**src/rtl/can_bt_pkg.sv**
```systemverilog
package can_bt_pkg;

    typedef enum logic [1:0] {
        SEG_SYNC = 2'd0,
        SEG_BS1  = 2'd1,
        SEG_BS2  = 2'd2
    } seg_e;

endpackage

```
**src/rtl/bt_quantum_gen.sv**
```systemverilog
module bt_quantum_gen #(
    parameter int PW = 10
) (
    input  logic          clk,
    input  logic          rst_n,
    input  logic [PW-1:0] presc,
    output logic          tick
);
    typedef struct packed {
        logic [PW-1:0] cnt;
    } qg_st_t;

    qg_st_t        st_d, st_q;
    logic [PW-1:0] presc_eff;

    always_comb begin
        presc_eff = (presc == '0) ? PW'(1) : presc;
        tick      = (st_q.cnt >= presc_eff - PW'(1));
        st_d      = st_q;
        st_d.cnt  = tick ? '0 : st_q.cnt + PW'(1);
    end

    always_ff @(posedge clk or negedge rst_n) begin
        if (!rst_n) st_q <= '0;
        else        st_q <= st_d;
    end

    // with a constant prescaler above one, ticks are never back to back
    p_tick_gap_r1: assert property (@(posedge clk) disable iff (!rst_n)
        (tick && presc > PW'(1)) |=> (!tick || !$stable(presc)));

endmodule

```
**src/rtl/bt_rx_edge.sv**
```systemverilog
module bt_rx_edge #(
    parameter int NS = 2
) (
    input  logic clk,
    input  logic rst_n,
    input  logic rx_in,
    input  logic tick,
    output logic rx_lvl,
    output logic fall_evt
);
    typedef struct packed {
        logic [NS-1:0] sync;
        logic          tq_lvl;
    } rxe_st_t;

    rxe_st_t st_d, st_q;

    always_comb begin
        st_d      = st_q;
        st_d.sync = {st_q.sync[NS-2:0], rx_in};
        if (tick) st_d.tq_lvl = st_q.sync[NS-1];
        rx_lvl   = st_q.sync[NS-1];
        fall_evt = tick && st_q.tq_lvl && !st_q.sync[NS-1];
    end

    always_ff @(posedge clk or negedge rst_n) begin
        if (!rst_n) st_q <= '1;
        else        st_q <= st_d;
    end

endmodule

```
**src/rtl/bt_seq.sv**
```systemverilog
module bt_seq
    import can_bt_pkg::*;
#(
    parameter int S1W = 5,
    parameter int S2W = 4,
    parameter int JW  = 3
) (
    input  logic           clk,
    input  logic           rst_n,
    input  logic           tick,
    input  logic           fall_evt,
    input  logic           bus_idle,
    input  logic           tx_dom,
    input  logic           rx_lvl,
    input  logic [S1W-1:0] bs1,
    input  logic [S2W-1:0] bs2,
    input  logic [JW-1:0]  sjw,
    output logic           sample_stb,
    output logic           tx_stb,
    output logic           rx_bit
);
    localparam int LW = S1W + 2;
    localparam logic [LW-1:0] ONE = LW'(1);

    typedef struct packed {
        seg_e          seg;
        logic [LW-1:0] qcnt;
        logic [LW-1:0] lim;
        logic          used;
        logic          smp;
        logic          txs;
        logic          rxb;
    } seq_st_t;

    localparam seq_st_t ST_RST = '{seg: SEG_SYNC, qcnt: '0, lim: '0,
                                   used: 1'b0, smp: 1'b0, txs: 1'b0, rxb: 1'b1};

    seq_st_t       st_d, st_q;
    logic          take;
    logic [LW-1:0] sjw_w, q_next, step, r_left, lim_x;

    always_comb begin
        st_d     = st_q;
        st_d.smp = 1'b0;
        st_d.txs = 1'b0;
        take     = fall_evt && !tx_dom && !st_q.used;
        sjw_w    = LW'(sjw);
        q_next   = st_q.qcnt + ONE;
        step     = '0;
        r_left   = '0;
        lim_x    = st_q.lim;
        if (tick) begin
            if (fall_evt && bus_idle) begin
                st_d.seg  = SEG_BS1;
                st_d.qcnt = '0;
                st_d.lim  = LW'(bs1);
                st_d.used = 1'b1;
            end else begin
                case (st_q.seg)
                    SEG_SYNC: begin
                        st_d.seg  = SEG_BS1;
                        st_d.qcnt = '0;
                        st_d.lim  = LW'(bs1);
                        if (take) st_d.used = 1'b1;
                    end
                    SEG_BS1: begin
                        if (take) begin
                            step      = (q_next < sjw_w) ? q_next : sjw_w;
                            st_d.used = 1'b1;
                        end
                        lim_x = st_q.lim + step;
                        if (q_next >= lim_x) begin
                            st_d.seg  = SEG_BS2;
                            st_d.qcnt = '0;
                            st_d.lim  = LW'(bs2);
                            st_d.smp  = 1'b1;
                            st_d.rxb  = rx_lvl;
                        end else begin
                            st_d.qcnt = q_next;
                            st_d.lim  = lim_x;
                        end
                    end
                    SEG_BS2: begin
                        r_left = st_q.lim - q_next;
                        if (take) begin
                            step      = (r_left < sjw_w) ? r_left : sjw_w;
                            st_d.used = 1'b1;
                        end
                        lim_x = st_q.lim - step;
                        if (q_next >= lim_x) begin
                            st_d.seg  = SEG_SYNC;
                            st_d.qcnt = '0;
                            st_d.used = 1'b0;
                            st_d.txs  = 1'b1;
                        end else begin
                            st_d.qcnt = q_next;
                            st_d.lim  = lim_x;
                        end
                    end
                    default: st_d.seg = SEG_SYNC;
                endcase
            end
        end
    end

    always_ff @(posedge clk or negedge rst_n) begin
        if (!rst_n) st_q <= ST_RST;
        else        st_q <= st_d;
    end

    assign sample_stb = st_q.smp;
    assign tx_stb     = st_q.txs;
    assign rx_bit     = st_q.rxb;

    // strobes are mutually exclusive
    p_strobe_excl_r11: assert property (@(posedge clk) disable iff (!rst_n)
        !(sample_stb && tx_stb));

    // a sample strobe always follows a quantum tick
    p_sample_on_tick_r1: assert property (@(posedge clk) disable iff (!rst_n)
        sample_stb |-> $past(tick));

    // the captured bit only moves with a sample strobe
    p_rxbit_hold_r3: assert property (@(posedge clk) disable iff (!rst_n)
        !sample_stb |-> $stable(rx_bit));

    // an idle-bus edge restarts the bit in segment 1 without a transmit strobe
    p_hard_sync_r9: assert property (@(posedge clk) disable iff (!rst_n)
        (tick && fall_evt && bus_idle) |=>
        (st_q.seg == SEG_BS1 && st_q.qcnt == '0 && !tx_stb));

    // a taken segment-1 edge grows the segment by 1..SJW quanta
    p_ext_bound_r5: assert property (@(posedge clk) disable iff (!rst_n)
        (tick && fall_evt && !tx_dom && !bus_idle && !st_q.used && st_q.seg == SEG_BS1) |=>
        (st_q.lim > $past(st_q.lim) && st_q.lim <= $past(st_q.lim) + LW'($past(sjw))));

    // an edge while driving dominant leaves segment 1 untouched
    p_txdom_r8: assert property (@(posedge clk) disable iff (!rst_n)
        (tick && fall_evt && tx_dom && !bus_idle && st_q.seg == SEG_BS1 &&
         (st_q.qcnt + ONE < st_q.lim)) |=> (st_q.lim == $past(st_q.lim)));

    // a second edge in segment 2 leaves it untouched
    p_first_only_r7: assert property (@(posedge clk) disable iff (!rst_n)
        (tick && fall_evt && st_q.used && !bus_idle && st_q.seg == SEG_BS2 &&
         (st_q.qcnt + ONE < st_q.lim)) |=> (st_q.lim == $past(st_q.lim)));

endmodule

```
**src/rtl/can_bit_timer.sv**
```systemverilog
module can_bit_timer #(
    parameter int PW      = 10,
    parameter int S1W     = 5,
    parameter int S2W     = 4,
    parameter int JW      = 3,
    parameter int SJW_MAX = 4,
    parameter int NS      = 2
) (
    input  logic           clk,
    input  logic           rst_n,
    input  logic           data_phase,
    input  logic [PW-1:0]  nom_presc,
    input  logic [S1W-1:0] nom_bs1,
    input  logic [S2W-1:0] nom_bs2,
    input  logic [JW-1:0]  nom_sjw,
    input  logic [PW-1:0]  dat_presc,
    input  logic [S1W-1:0] dat_bs1,
    input  logic [S2W-1:0] dat_bs2,
    input  logic [JW-1:0]  dat_sjw,
    input  logic           bus_idle,
    input  logic           tx_dom,
    input  logic           rx_in,
    output logic           sample_stb,
    output logic           tx_stb,
    output logic           rx_bit
);
    logic [PW-1:0]  act_presc;
    logic [S1W-1:0] sel_bs1, act_bs1;
    logic [S2W-1:0] sel_bs2, act_bs2;
    logic [JW-1:0]  sel_sjw, act_sjw;
    logic           tick, rx_lvl, fall_evt;

    always_comb begin
        act_presc = data_phase ? dat_presc : nom_presc;
        sel_bs1   = data_phase ? dat_bs1   : nom_bs1;
        sel_bs2   = data_phase ? dat_bs2   : nom_bs2;
        sel_sjw   = data_phase ? dat_sjw   : nom_sjw;
        act_bs1   = (sel_bs1 == '0) ? S1W'(1) : sel_bs1;
        act_bs2   = (sel_bs2 == '0) ? S2W'(1) : sel_bs2;
        if (sel_sjw == '0)                 act_sjw = JW'(1);
        else if (sel_sjw > JW'(SJW_MAX))   act_sjw = JW'(SJW_MAX);
        else                               act_sjw = sel_sjw;
    end

    bt_quantum_gen #(.PW(PW)) i_qgen (
        .clk   (clk),
        .rst_n (rst_n),
        .presc (act_presc),
        .tick  (tick)
    );

    bt_rx_edge #(.NS(NS)) i_rxe (
        .clk      (clk),
        .rst_n    (rst_n),
        .rx_in    (rx_in),
        .tick     (tick),
        .rx_lvl   (rx_lvl),
        .fall_evt (fall_evt)
    );

    bt_seq #(.S1W(S1W), .S2W(S2W), .JW(JW)) i_seq (
        .clk        (clk),
        .rst_n      (rst_n),
        .tick       (tick),
        .fall_evt   (fall_evt),
        .bus_idle   (bus_idle),
        .tx_dom     (tx_dom),
        .rx_lvl     (rx_lvl),
        .bs1        (act_bs1),
        .bs2        (act_bs2),
        .sjw        (act_sjw),
        .sample_stb (sample_stb),
        .tx_stb     (tx_stb),
        .rx_bit     (rx_bit)
    );

endmodule

```
**config.mk**
```make
export PLATFORM = sky130hd
export DESIGN_NAME = can_bit_timer
export DESIGN_NICKNAME = d
export VERILOG_FILES = /design/src/rtl/can_bt_pkg.sv /design/src/rtl/bt_quantum_gen.sv /design/src/rtl/bt_rx_edge.sv /design/src/rtl/bt_seq.sv /design/src/rtl/can_bit_timer.sv
export SDC_FILE = /design/constraint.sdc
export NUM_CORES = 1
export LEC_CHECK = 0
export ABC_AREA = 1
export BUFFER_PORTS_ARGS = -buffer_cell sky130_fd_sc_hd__buf_2
export CAP_MARGIN = 0
export CORE_ASPECT_RATIO = 0.7
export CORE_MARGIN = 4
export CORE_UTILIZATION = 35
export CTS_BUF_LIST = sky130_fd_sc_hd__clkbuf_4
export DETAILED_ROUTE_END_ITERATION = 6
export PLACE_DENSITY_LB_ADDON = 0.1
export SLEW_MARGIN = 20
export SYNTH_ARGS = -nofsm -noshare
export SYNTH_HDL_FRONTEND = slang
export SYNTH_SLANG_ARGS = --single-unit
```
**constraint.sdc**
```tcl
create_clock -name clk -period 5 [get_ports clk]
set_input_delay 0.75 -clock clk [delete_from_list [all_inputs] [get_ports clk]]
set_output_delay 0.75 -clock clk [all_outputs]
set_load 0.03 [all_outputs]
```
**After elaboration in Yosys (flattened, before gate mapping)**

Index checks and enable logic that the tools add are counted.

- Word-level logic and storage cells: 84
- Flip-flop bits (word level): 33
- Output and inout port bits: 3

- $lt $le $gt $ge: 6
- Eq/ne operators: 5
- $add $sub $neg: 6
- Reduce and logical (&&, ||, !) cells: 18
- Muxes and demuxes: 38
- Bitwise operators: 1

Operator list:

| cell | number |
|---|---|
| $mux 7 | 12 |
| $pmux 15 s3 | 1 |
| $mux 10 | 3 |
| $mux 17 | 1 |
| $mux 3 | 5 |
| $ge 7x7->1 | 2 |
| $lt 7x3->1 | 2 |
| $mux 14 | 1 |
| $sub 7x7->7 | 2 |
| $add 10x1->10 const B | 1 |
| $ge 10x10->1 | 1 |
| $logic_not 10->1 | 1 |
| $mux 5 | 2 |
| $sub 10x1->10 const B | 1 |
| $mux 1 | 8 |
| $mux 4 | 2 |
| $add 7x1->7 const B | 1 |
| $add 7x7->7 | 1 |
| $ne 3x1->1 const B | 2 |
| $pmux 2 s3 | 1 |
| $reduce_and 3->1 | 2 |
| $logic_and 1x1->1 | 5 |
| $logic_not 5->1 | 1 |
| $logic_not 4->1 | 1 |
| other kinds (12) | 15 |

**Longest topological paths before layout**

Gate-level depths: netlist of run 1.

- Depth in word-level cells: 19
- Mapped depth: 45

**Modules after synthesis**

A second synthesis of run 1 with hierarchy kept.

- Cells, all modules: 623
- Area, all modules: 3976.3 um^2

Modules (own cells, without submodules):

| module | seq. area each (um^2) | cells each | area each (um^2) | instances |
|---|---|---|---|---|
| bt_seq | 501.7 | 399 | 2547.4 | 1 |
| bt_quantum_gen | 250.2 | 137 | 965.9 | 1 |
| can_bit_timer | 0.0 | 78 | 361.6 | 1 |
| bt_rx_edge | 78.8 | 9 | 101.3 | 1 |

**Worst setup path after synthesis of run 1**

No wires, ideal clock.

- Kind: input port to flip-flop
- Start point: input data_phase
- End point: register i_seq.st_q[9] (netlist bit)
- Arrival: 5603 ps
- Setup time: 83 ps
- Slack: -686 ps
- Path buffers: 3
- Stages on the path: 41
- Data required time: 4917 ps
- Path through: buf_6 -> buf_4 -> o21ai_0 -> nor3_1 -> nand3_1 -> nand2_1 -> inv_2 -> ha_1 -> nand2_1 -> nor2_2 -> nand3_1 -> nor3_1 -> xnor2_1 -> ha_1 -> nand2_1 -> nor2_1 -> nand3_1 -> nand3_4 -> (+5 left out) -> inv_1 -> fa_1 -> inv_1 -> nand4_1 -> nand3_1 -> nand2_1 -> nand2_1 -> inv_1 -> ha_1 -> a21o_1 -> nor2_1 -> nand3_1 -> buf_2 -> nor2_1 -> nand2_1 -> nand2_1 -> nand3_1 -> o21ai_0

- Word-level cells in the longest chain between the ends: 18
- Elaborated cells between the ends (all ways): 38
- Those cells by class: 3 x add/sub; 6 x order compare; 1 x eq/ne; 19 x mux; 9 x reduce/logical

RTL lines:

| what | RTL line | RTL |
|---|---|---|
| from (decl) | can_bit_timer.sv:11 | `input logic data_phase,` |
| $mux 10 | can_bit_timer.sv:34 | `act_presc = data_phase ? dat_presc : nom_presc;` |
| $logic_not 10->1 | bt_quantum_gen.sv:17 | `presc_eff = (presc == '0) ? PW'(1) : presc;` |
| $mux 10 | bt_quantum_gen.sv:17 |  |
| $sub 10x1->10 | bt_quantum_gen.sv:18 | `tick = (st_q.cnt >= presc_eff - PW'(1));` |
| $ge 10x10->1 | bt_quantum_gen.sv:18 |  |
| $logic_and 1x1->1 (2 in series) | bt_rx_edge.sv:23 | `fall_evt = tick && st_q.tq_lvl && !st_q.sync[NS-1];` |
| $logic_and 1x1->1 (2 in series) | bt_seq.sv:46 | `take = fall_evt && !tx_dom && !st_q.used;` |
| $mux 7 | bt_seq.sv:67 | `if (take) begin` |
| $mux 7 | bt_seq.sv:59 | `case (st_q.seg)` |
| $mux 7 | bt_seq.sv:53 | `if (fall_evt && bus_idle) begin` |
| $mux 7 | bt_seq.sv:52 | `if (tick) begin` |
| $add 7x7->7 | bt_seq.sv:71 | `lim_x = st_q.lim + step;` |
| $ge 7x7->1 | bt_seq.sv:72 | `if (q_next >= lim_x) begin` |
| $mux 14 | bt_seq.sv:72 |  |
| $pmux 15 s3 | bt_seq.sv:59 |  |
| $mux 17 | bt_seq.sv:53 |  |
| to (signal assigned) | bt_seq.sv:108 | `else st_q <= st_d;` |
| to (decl) | bt_seq.sv:38 | `seq_st_t st_d, st_q;` |

Parallel ways exist; a longest one is shown, timed or not. The select of a mux whose other input is x is not followed.
A chain may end at the register's enable or synchronous reset.

**Final worst setup path of run 1**

- Start point: input data_phase
- End point: register i_seq.st_q[19] (netlist bit)

- Word-level cells in the longest chain between the ends: 17
- Elaborated cells between the ends (all ways): 35
- Those cells by class: 3 x add/sub; 6 x order compare; 2 x eq/ne; 16 x mux; 8 x reduce/logical

RTL lines:

| what | RTL line |
|---|---|
| $mux 10 | can_bit_timer.sv:34 |
| $logic_not 10->1 | bt_quantum_gen.sv:17 |
| $mux 10 | bt_quantum_gen.sv:17 |
| $sub 10x1->10 | bt_quantum_gen.sv:18 |
| $ge 10x10->1 | bt_quantum_gen.sv:18 |
| $logic_and 1x1->1 (2 in series) | bt_rx_edge.sv:23 |
| $logic_and 1x1->1 (2 in series) | bt_seq.sv:46 |
| $mux 7, on equally long branches | bt_seq.sv:85, bt_seq.sv:67 |
| $mux 7 | bt_seq.sv:59 |
| $mux 7 | bt_seq.sv:53 |
| $mux 7 | bt_seq.sv:52 |
| $sub 7x7->7 / $add 7x7->7 (equally long branches) | bt_seq.sv:89, bt_seq.sv:71 |
| $ge 7x7->1, on equally long branches | bt_seq.sv:90, bt_seq.sv:72 |
| $ne 3x1->1 (no source line) | - |
| $reduce_and 3->1 (no source line) | - |

Parallel ways exist; a longest one is shown, timed or not. The select of a mux whose other input is x is not followed.

==> metrics.md, run 1 <==
| Metric | Value |
|---|---|
| Pwr per Cell Area | around 510 mW/mm² |
| Crit Reg-Reg Endpoint | i_seq.st_q[19] |
| Min-Delay Path Depth | 0 |
| CP Max Fanout | 6 |
| Final setup margin | -473 ps |
| First-pass GRT wire length | between 20000 and 25000 µm |
| Clock Latency Late Sink | around 340 ps |
| Port bufs | 52 |
| Layout cells sized above 1 | between 30% and 40% |
| CP max stage delay | about 330 ps |
| Starting DRT DRC Count | between 200 and 300 |
| YS warnings | 0 |
| Vias post-DR | 4534 |
| Dpl ws | -1070 ps |
| Crit. End Element | flop |
| CP max-delay cell | fa_2 |
| Die width | around 140 µm |
| Final number of max-transition violations | 0 |
| Number of flops mapped to enable cells by yosys | 0 |
| GR peak layer | met1 |
| All-Layer GR Usage | between 10% and 20% |
| Setup_tns | -7740 ps |
| Core area | approximately 0.011 mm² |
| Syn Area/Cell | about 6.4 µm² |
| Simple-Gate Fraction of Synth Area | between 30 and 40% |
| Rows | 32 |
| Number of global-route vias before repair | 4300 |
| Pleak | roughly 3.1 nW |
| IO Count | 53 |
| Die ar. | ~0.013 mm² |
| Clock H-tree levels | 2 |
| Clock sink count | 33 |
| Storage element area | ~830 µm² |
| Final standard cell area without fillers | 0.00587 mm² |
| Post-synthesis xor/xnor area fraction | under 10% |
| Clock Path Buffers | 2 |
| Primary FF master, synth | dfrtp_1 |
| Worst EP arrival | around 5700 ps |
| Failing checks | negative setup slack |
| Peak VDD IR | 0.212 mV |
| Worst reg2reg startpoint | i_seq.st_q[11] |
| Clk_skew | between 6 and 7 ps |
| Ys async rst share | between 90% and 100% |
| Max Cap Viol | 0 |
| Post-synthesis sequential area ratio | 20.3% |
| CP Class | primary input to flop |
| CP required | approximately 5200 ps |
| #FFs+latches synth | 33 |
| Leading area contributor after synthesis | nand2_1 |
| Met3 usage | under 10% |
| Fillcell total | between 1000 and 1500 |
| Area of the multi-input gates | roughly 0.0034 mm² |
| Hold EP | i_rxe.rx_lvl |
| Starting utilization of the core area | a little over a third |
| Area growth, synth to finish | 43.6% |
| Reg2reg setup slack | around 80 ps |
| Period utilisation layout | 109% |
| Min-Delay Startpoint | i_rxe.st_d[2] |
| Height of the die | slightly below 100 µm |
| Final Hold Vio Count | 0 |
| RSZ-0062 raised after global routing | true |
| Total global routing overflow | 0 |
| Final Setup Violations | 20 |
| Share of the synthesized area in the top cell type | between 10% and 20% |
| GPL Wtd Cong | approximately 0.9 |
| # diodes | 0 |
| Post-Synthesis Cells | between 600 and 700 |
| Crit path top cell by count | nand2_2 |
| Synth Cell Area | 0.00409 mm² |
| Peak Freq | ~180 MHz |
| Reg clk slew, reported paths | 100 ps |
| # DRC | 0 |
| Cts bufs inserted | 5 |
| Largest family of logic cells by synthesized area | simple AND/OR/NAND/NOR gates |
| Area contributors post-synth | nand2_1, dfrtp_1, ha_1 |
| Multiplexer area fraction after synthesis | 0.245% |
| R2R depth | 29 |
| Met2 Resource Use GR | between 20% and 30% |
| Non-Filler Instances | 944 |
| DP HPWL | between 10000 and 15000 µm |
| Largest net degree at the start of global routing | 34 |
| Distinct cells, synth | 40 |
| Root buf cell | clkbuf_4 |
| CTS tree | yes |
| CP Launch Type | primary input |
| Wirelength, routed | between 10000 and 15000 µm |
| WL per Instance | approximately 14 µm |
| DP Area | 0.00505 mm² |
| Fin crit period | approximately 5500 ps |
| Outcome | finished, violations left |
| Antenna Violating Nets Remaining | 0 |
| Hold Crit Class | flop to flop |
| Nets | 895 |
| Compound-cell area share of the yosys netlist | under 10% |
| Top-count cell post-synth | nand2_1 |
| Slew headroom | just over 50% |
| Vias per inst | approximately 4.8 |
| Post-synthesis adder-cell area fraction | between 10% and 20% |
| Top post-synthesis cells by count | nand2_1, inv_1, nor2_1, nand3_1, ha_1 |
| First-pass DRT Iterations | 5 |
| Slew @ Worst Pin | around 740 ps |
| Met1 usage | ~33% |
| Initial antenna violation count | 0 |
| Placed insts | 903 |
==> what timing repair did <==
| item | 4_1_cts | 5_1_grt |
|---|---|---|
| gates resized for setup | 77 | 42 |
| setup endpoints to repair | 20 | 20 |
| hold buffers | 0 | 0 |
| pin swaps | 72 | 70 |
| setup buffers | 27 | 5 |
| cloned | 2 | 0 |
==> power breakdown <==
part           total, mW  internal, mW  switching, mW
sequential         0.481         0.352          0.129
combinational       2.29         0.999           1.29
clock              0.206         0.109         0.0964
total               2.98          1.46           1.52
==> area by class of cell <==
cell class	count	share of cell area [%]
well taps	153	3.26
repair buffers	146	18.0
multi-input cells	512	57.2
clock inverters	2	0.576
inverters	92	6.08
flip-flops and latches	33	14.2
clock buffers	6	0.768
==> cells by family (layout without fill, tap and decap cells) <==
family          count (synthesis)  after routing
buf+inv                       103            246
fa+ha+maj                      55             55
mux                             1              1
xor+xnor                       12             12
flops                          33             33
simple gates                  371            372
other cells                     2              6
compound gates                 66             66
==> flip-flops by register name, indices dropped and copies added (netlist names) <==
name,cells
i_seq.rx_bit,1
i_seq.tx_stb,1
i_seq.st_q,17
i_seq.sample_stb,1
i_rxe.st_d,1
i_rxe.rx_lvl,1
i_qgen.st_q,10
i_rxe.st_q,1
==> critical path, delay by kind of cell <==
kind / cells / cell delay, ps
AND/OR/NAND/NOR: 26 / 2360
buffers and inverters: 6 / 540
AO/OA/AOI/OAI: 4 / 510
adder cells (fa/ha/maj): 5 / 1330
XOR/XNOR: 2 / 200
==> layer usage <==
metal	vias up	share of wire, %	wire [µm]
met1	2036	54	7200
met4	0	0.77	104
met5	-	0	0
li1	2367	-	-
met3	10	5.0	667
met2	121	41	5470
==> worst max-delay path by stage <==
stage | from | cells past startpoint | slack, ps | to
floorplan | data_phase | 41 | -540 | i_seq.st_q[18]
global placement | data_phase | 44 | -930 | i_seq.st_q[7]
detailed placement | data_phase | 44 | -1070 | i_seq.st_q[7]
CTS | data_phase | 46 | -370 | i_seq.st_q[5]
global route | data_phase | 44 | -800 | i_seq.st_q[10]
finish | data_phase | 43 | -470 | i_seq.st_q[19]
==> through the flow <==
| stage | hold WS (ps) | utilization [%] | power (mW) |
|---|---|---|---|
| final | 361 | 52.3 | 2.98 |
| after global placement | 348 | 45.0 | 2.30 |
| after detailed placement | 347 | 45.0 | 2.34 |
| after CTS | 363 | 50.4 | 2.82 |
| after floorplan | 345 | - | 1.67 |
| after global routing | 366 | 52.3 | 3.26 |
==> placed cells by master (no fill, tap or decap), types with 5 or more instances in the layout <==
cell type    n
xor2_1       8
nor3_1       5
buf_6       11
dfrtp_1     29
o21ai_0     13
inv_2        9
nand3_1     45
a21oi_2      9
nor2_1      49
nor2_4       7
nand2_2     30
nand4_1     14
o21ai_1      5
buf_4       81
ha_1        38
a21oi_1     20
clkbuf_4     6
ha_4        11
o21ai_2      7
inv_1       80
nand2_1    170
nand2_4      6
nand3_2     11
buf_2       51
conb_1       6
nand3b_1     5
nor2_2       8
No activity file was read; power rests on OpenSTA's default activity.
==> run 2, diff against run 1 <==
--- a/config.mk
+++ b/config.mk
@@ -6,15 +6,16 @@
 export NUM_CORES = 1
 export LEC_CHECK = 0
 export ABC_AREA = 1
-export BUFFER_PORTS_ARGS = -buffer_cell sky130_fd_sc_hd__buf_2
 export CAP_MARGIN = 0
 export CORE_ASPECT_RATIO = 0.7
 export CORE_MARGIN = 4
 export CORE_UTILIZATION = 35
 export CTS_BUF_LIST = sky130_fd_sc_hd__clkbuf_4
 export DETAILED_ROUTE_END_ITERATION = 6
+export DONT_BUFFER_PORTS = 1
 export PLACE_DENSITY_LB_ADDON = 0.1
 export SLEW_MARGIN = 20
 export SYNTH_ARGS = -nofsm -noshare
 export SYNTH_HDL_FRONTEND = slang
+export SYNTH_HIERARCHICAL = 1
 export SYNTH_SLANG_ARGS = --single-unit
==> metrics.md, run 2 <==
| Metric | Value |
|---|---|
| Outcome | finished, violations left |
| Failing checks | negative setup slack |
| Hold Crit Class | primary input to async pin |
| CTS tree | yes |
| Top-count cell post-synth | nand2_1 |
| DP HPWL | 9740 µm (-9.3%) |
| GR peak layer | met2 |
| Post-synthesis sequential area ratio | 20.9% (+0.56 points) |
| Die ar. | 0.0132 mm² (-2.5%) |
| Clk_skew | 22.7 ps (+15.8 ps) |
| Vias post-DR | 4170 (-8.0%) |
| CP max-delay cell | ha_1 |
| Clock H-tree levels | 2 (unchanged) |
| Fin crit period | 5380 ps (-92.1 ps) |
| Nets | 838 (-6.4%) |
| Met2 Resource Use GR | 28.1% (+0.22 points) |
| RSZ-0062 raised after global routing | true |
| Reg clk slew, reported paths | 130 ps (+30 ps) |
| Max reg flops | 17 (unchanged) |
| Leading area contributor after synthesis | nand2_1 |
| Pleak | 2.94 nW (-6.5%) |
| Slew @ Worst Pin | 1250 ps (+507 ps) |
| Number of global-route vias before repair | 3977 (-7.5%) |
| Peak Freq | 186 MHz (+1.7%) |
| Placed insts | 846 (-6.3%) |
| Commonest cells after routing, fill and taps aside | nand2_1, buf_4, inv_1 |
| # DRC | 0 (unchanged) |
| Dpl ws | -934 ps (+135 ps) |
| Non-Filler Instances | 896 (-5.1%) |
| Clock Path Buffers | 2 (unchanged) |
| Compound-cell area share of the yosys netlist | 8.62% (-0.56 points) |
| Crit. End Element | flop |
| Area growth, synth to finish | 39.0% |
| Number of flops mapped to enable cells by yosys | 0 (unchanged) |
| First-pass DRT Iterations | 4 (-1) |
| CP Depth | 44 (+2.3%) |
| Final setup margin | -381 ps (+92.1 ps) |
| Largest family of logic cells by synthesized area | simple AND/OR/NAND/NOR gates |
| CP Class | primary input to flop |
| WL per Instance | 13.6 µm (-4.3%) |
| Simple-Gate Fraction of Synth Area | 39.0% (-0.54 points) |
| R2R depth | 34 (+17%) |
| Primary FF master, synth | dfrtp_1 |
| Starting utilization of the core area | 36.0% (-0.47 points) |
| Most flop-heavy register | i_seq/st_q |
| Max Cap Viol | 0 (unchanged) |
| CP bufs+invs | 8 (+2) |
| Final Hold Vio Count | 0 (unchanged) |
| CP startpoint | data_phase |
| CP required | 5290 ps (+50 ps) |
| Top delay family on crit path | simple AND/OR/NAND/NOR gates |
| All-Layer GR Usage | 18.3% (-1.6 points) |
| IO Count | 53 (unchanged) |
| Height of the die | 97.2 µm (-1.2%) |
| GPL Wtd Cong | 0.882 (-1.8%) |
| Starting DRT DRC Count | 193 (-27%) |
| CP Launch Type | primary input |
| Final Power | 3.23 mW (+8.6%) |
| #FFs+latches synth | 33 (unchanged) |
| CP max stage delay | 290 ps (-40 ps) |
| Slew headroom | 16.3% (-34 points) |
| Die width | 135 µm (-1.3%) |
| Period utilisation layout | 108% (-1.8 points) |
| Total global routing overflow | 0 (unchanged) |
| Distinct cells, synth | 37 (-7.5%) |
| Port bufs | 0 (-100%) |
| Synth Cell Area | 0.00398 mm² (-2.7%) |
| Wirelength, routed | 12200 µm (-9.2%) |
| Root buf cell | clkbuf_4 |
| Initial antenna violation count | 1 (+1) |
| Ys async rst share | 100% (unchanged) |
| CP Max Fanout | 28 (+22) |
| Clock sink count | 33 (unchanged) |
| Rows | 32 (unchanged) |
| Worst Setup EP | i_seq/st_q[9] |
| Core area | 0.0111 mm² (-1.4%) |
| Crit path top cell by count | nand2_1 |
| Share of the synthesized area in the top cell type | 18.7% (+0.044 points) |
| Reg2reg setup slack | -10 ps (-90 ps) |
| Final Setup Violations | 19 (-5.0%) |
| Area contributors post-synth | nand2_1, dfrtp_1, ha_1 |
| Met1 usage | 27.0% (-5.5 points) |
| Layout cells sized above 1 | 36.5% (+0.62 points) |
| Antenna Violating Nets Remaining | 0 (unchanged) |
| Syn Area/Cell | 6.38 µm² (+0.43%) |
| Crit Reg-Reg Endpoint | i_seq/st_q[9] |
| Post-synthesis xor/xnor area fraction | 3.74% (+1.2 points) |
| Multiplexer area fraction after synthesis | 0.503% (+0.26 points) |
| Peak VDD IR | 0.396 mV (+87%) |
| Pwr per Cell Area | 585 mW/mm² (+15%) |
| Setup_tns | -5570 ps (+2170 ps) |
| Final number of max-transition violations | 0 (unchanged) |
| Largest net degree at the start of global routing | 34 (unchanged) |
| Post-synthesis adder-cell area fraction | 15.4% (-2.0 points) |
| Most common cell after layout, fill and taps aside | nand2_1 |
| Cts bufs inserted | 5 (unchanged) |
| Worst reg2reg startpoint | i_seq/st_q[11] |
| YS warnings | 6 (+6) |
| Met3 usage | 3.42% (+1.3 points) |
| First-pass GRT wire length | 19600 µm (-7.7%) |
| Vias per inst | 4.65 (-3.1%) |
| Top post-synthesis cells by count | nand2_1, inv_1, nand3_1, nor2_1, ha_1 |
| Post-Synthesis Cells | 623 (-3.1%) |
| Top flop regs | i_seq/st_q: 17 flops, i_qgen/st_q: 10 flops |
| Clock Latency Late Sink | 360 ps (+20 ps) |
| Worst EP arrival | 5670 ps (-40 ps) |
-- run 2: cell count changes after synthesis, sizes merged, moves of 5 or more --
cell   before  now
nand2     206  219
nor2       64   58
a21oi      30   24
inv        91  102
nand3      58   50
nand4      14    9
ha         52   44
-- run 2: worst reg2reg max path: cells and delay by family (launching register included) --
kind	cells	cell delay (ps)
flip-flops	1	450
buffers and inverters	5	460
AND/OR/NAND/NOR	17	1520
XOR/XNOR	2	360
AO/OA/AOI/OAI	4	470
adder cells (fa/ha/maj)	6	1650
-- run 2: final cells by class --
cell class | count | area, µm²
multi-input combinational | 486 | 3140
inverter | 102 | 399
clock buffer | 6 | 45.0
tap | 153 | 191
timing repair inverter | 1 | 16.3
sequential | 33 | 832
timing repair buffer | 112 | 871
antenna | 1 | 2.50
clock inverter | 2 | 33.8
fill | 1145 | 5520
-- run 2: cells by family after synthesis --
| family | count (synthesis) |
|---|---|
| xor gates and xnor gates | 17 |
| buffers and inverters | 110 |
| muxes | 2 |
| DFF | 33 |
| other | 2 |
| AOI/OAI and AO/OA | 62 |
| adders and majority gates | 47 |
| and+or+nand+nor | 350 |
-- run 2: what timing repair did --
action	CTS	global route
gates cloned	1	1
pin swaps	24	45
buffers inserted	29	11
gates resized for setup	47	57
hold buffers	0	0
setup endpoints to repair	20	20
-- run 2: worst min-delay path by stage --
stage,start,slack [ps],cells after the start,to
after CTS,rst_n,40,0,i_qgen/st_q[1]
final,rst_n,60,0,i_seq/st_q[11]
after global placement,i_rxe/st_d[2],350,0,i_rxe/rx_lvl
after detailed placement,i_rxe/st_d[2],350,0,i_rxe/rx_lvl
after floorplan,i_rxe/st_d[2],350,0,i_rxe/rx_lvl
after global routing,rst_n,30,0,i_seq/st_q[11]
-- run 2: power by group --
group          switching (mW)  internal (mW)  total, mW
combinational            1.41           1.13       2.53
clock                   0.102          0.110      0.212
sequential              0.123          0.366      0.489
total                    1.63           1.60       3.23
-- run 2: routing by layer --
metal / wire length, µm / share of wire (%)
met2: 5530 / 45
met1: 6170 / 51
met4: 109 / 0.89
met3: 395 / 3.2
met5: 0 / 0
-- run 2: through the flow --
stage | util [%] | hold WS, ps | instance area, µm²
2_1_floorplan | - | 345 | 4120
3_3_place_gp | 43.1 | 347 | 4760
3_5_place_dp | 43.1 | 349 | 4760
4_1_cts | 47.3 | 41.3 | 5220
5_1_grt | 50.0 | 29.9 | 5530
6_report | 50.0 | 63.1 | 5530
==> run 3, diff against run 2 <==
==> constraint.sdc (replaced) <==
create_clock -name clk -period 6.55 [get_ports clk]
set_input_delay 0.9825 -clock clk [delete_from_list [all_inputs] [get_ports clk]]
set_output_delay 0.9825 -clock clk [all_outputs]
set_load 0.005 [all_outputs]
==> metrics.md, run 3 (same netlist as run 2, synthesis figures left out) <==
| Metric | Value |
|---|---|
| Hold Crit Class | primary input to async pin |
| # diodes | 0 (-1) |
| All-Layer GR Usage | 16.4% (-1.9 points) |
| Port bufs | 0 (unchanged) |
| IO Count | 53 (unchanged) |
| CTS Hold Bufs | 0 (unchanged) |
| Pleak | 2.33 nW (-21%) |
| Top flop regs | i_seq/st_q: 17 flops, i_qgen/st_q: 10 flops |
| Antenna Violating Nets Remaining | 0 (unchanged) |
| Slew headroom | 57.9% (+42 points) |
| RSZ-0062 raised after global routing | false |
| CP Max Fanout | 27 (-3.6%) |
| Reg2reg setup slack | 910 ps (+920 ps) |
| Finished Core Util | 38.2% (-12 points) |
| Setup_tns | 0 ps (+5570 ps) |
| Max Cap Viol | 0 (unchanged) |
| WL per Instance | 13.3 µm (-2.2%) |
| Dpl ws | 251 ps (+1180 ps) |
| # DRC | 0 (unchanged) |
| CP required | 6830 ps (+1540 ps) |
| Starting utilization of the core area | 36.0% (unchanged) |
| Die ar. | 0.0132 mm² (unchanged) |
| Worst EP arrival | 6080 ps (+410 ps) |
| DP Area | 0.00413 mm² (-13%) |
| Period utilisation layout | between 80% and 90% |
| Clock H-tree levels | 2 (unchanged) |
| Fin crit period | roughly 5800 ps |
| Final Hold Vio Count | 0 (unchanged) |
| Layout cells sized above 1 | 11.1% (-25 points) |
| CP max-delay cell | ha_1 |
| Most common cell after layout, fill and taps aside | nand2_1 |
| CP Class | primary input to flop |
| First-pass DRT Iterations | 5 (+1) |
| Crit path top cell by count | nand2_1 |
| Core area | 0.0111 mm² (unchanged) |
| Nets | 727 (-13%) |
| Initial antenna violation count | 0 (-1) |
| Commonest cells after routing, fill and taps aside | nand2_1, inv_1, nand3_1 |
| Wirelength, routed | 10500 µm (-14%) |
| Final setup margin | 748 ps (+1130 ps) |
| Outcome | finished clean |
| CP Launch Type | primary input |
| Crit. End Element | flop |
| CTS tree | yes |
| CP max stage delay | 280 ps (about the same) |
| Rows | 32 (unchanged) |
| DP HPWL | 8810 µm (-9.6%) |
| Final Setup Violations | 0 (-19) |
| Clk_skew | 20.2 ps (-2.44 ps) |
| Pwr per Cell Area | 443 mW/mm² (-24%) |
| Area growth, synth to finish | 6.20% |
| Clock Latency Late Sink | 350 ps (about the same) |
| Reg clk slew, reported paths | 120 ps (about the same) |
| Final number of max-transition violations | 0 (unchanged) |
| Largest net degree at the start of global routing | 34 (unchanged) |
| R2R depth | 33 (-2.9%) |
| Root buf cell | clkbuf_4 |
| Starting DRT DRC Count | 207 (+7.3%) |
| Worst reg2reg startpoint | i_seq/st_q[11] |
| First-pass GRT wire length | 17400 µm (-11%) |
| Peak Freq | ~170 MHz |
| Final standard cell area without fillers | 0.00422 mm² (-24%) |
| Slew @ Worst Pin | 629 ps (-622 ps) |
| Cts bufs inserted | 5 (unchanged) |
| Height of the die | 97.2 µm (unchanged) |
| Crit Reg-Reg Endpoint | i_seq/st_q[4] |
| Number of global-route vias before repair | 3397 (-15%) |
| Total global routing overflow | 0 (unchanged) |
| Peak VDD IR | 0.233 mV (-41%) |
| Clock Path Buffers | 2 (unchanged) |
| Vias per inst | 4.72 (+1.4%) |
| Die width | 135 µm (unchanged) |
| Clock sink count | 33 (unchanged) |
| Most flop-heavy register | i_seq/st_q |
| Vias post-DR | 3699 (-11%) |
| GPL Wtd Cong | 0.901 (+2.1%) |
| Final Power | 1.87 mW (-42%) |
| Max reg flops | 17 (unchanged) |
run 3: timing repair:
action                                  in CTS  in global routing
resized for setup                            0                  4
setup buffers                                0                  0
endpoints found under the setup margin       0                 16
run 3: worst max-delay path by stage:
stage	startpoint	to	slack, ps	cells after the start
after global placement	data_phase	i_seq/st_q[14]	410	46
after global routing	data_phase	i_seq/st_q[17]	50	46
after CTS	data_phase	i_seq/st_q[16]	600	46
after detailed placement	data_phase	i_seq/st_q[16]	250	46
final	data_phase	i_seq/st_q[14]	750	46
after floorplan	data_phase	i_seq/st_q[9]	210	44
run 3: power breakdown:
| group | internal [mW] | switching [mW] | total (mW) |
|---|---|---|---|
| clock network | 0.0836 | 0.0740 | 0.158 |
| logic | 0.480 | 0.850 | 1.33 |
| registers | 0.279 | 0.106 | 0.385 |
| total | 0.842 | 1.03 | 1.87 |
run 3: cell type report:
cell class                 instances  area, µm²
inverter                         102        385
sequential                        33        831
multi-input combinational        485       2710
tap                              153        191
timing repair buffer               3       22.5
clock inverter                     2       33.8
clock buffer                       6       45.0
fill                            1239       6830
run 3: layer usage:
| layer | share of wire [%] | track usage, % | vias to the layer above |
|---|---|---|---|
| li1 | - | - | 1965 |
| met1 | 58 | 27.7 | 1657 |
| met2 | 37 | 22.1 | 72 |
| met3 | 4.3 | 2.23 | 5 |
| met4 | 0.46 | 1.86 | 0 |
| met5 | 0 | 0 | - |
run 3: metrics by stage:
stage,hold slack [ps],cells
2_1_floorplan,345,628
3_3_place_gp,348,776
3_5_place_dp,347,776
4_1_cts,292,784
5_1_grt,271,784
6_report,307,784
run 3: worst max-delay path: cells and delay by family:
kind | cells | cell delay (ps)
adders and majority gates | 5 | 1190
AOI/OAI and AO/OA | 5 | 550
buffers and inverters | 8 | 620
xor gates and xnor gates | 2 | 320
and+or+nand+nor | 26 | 2380
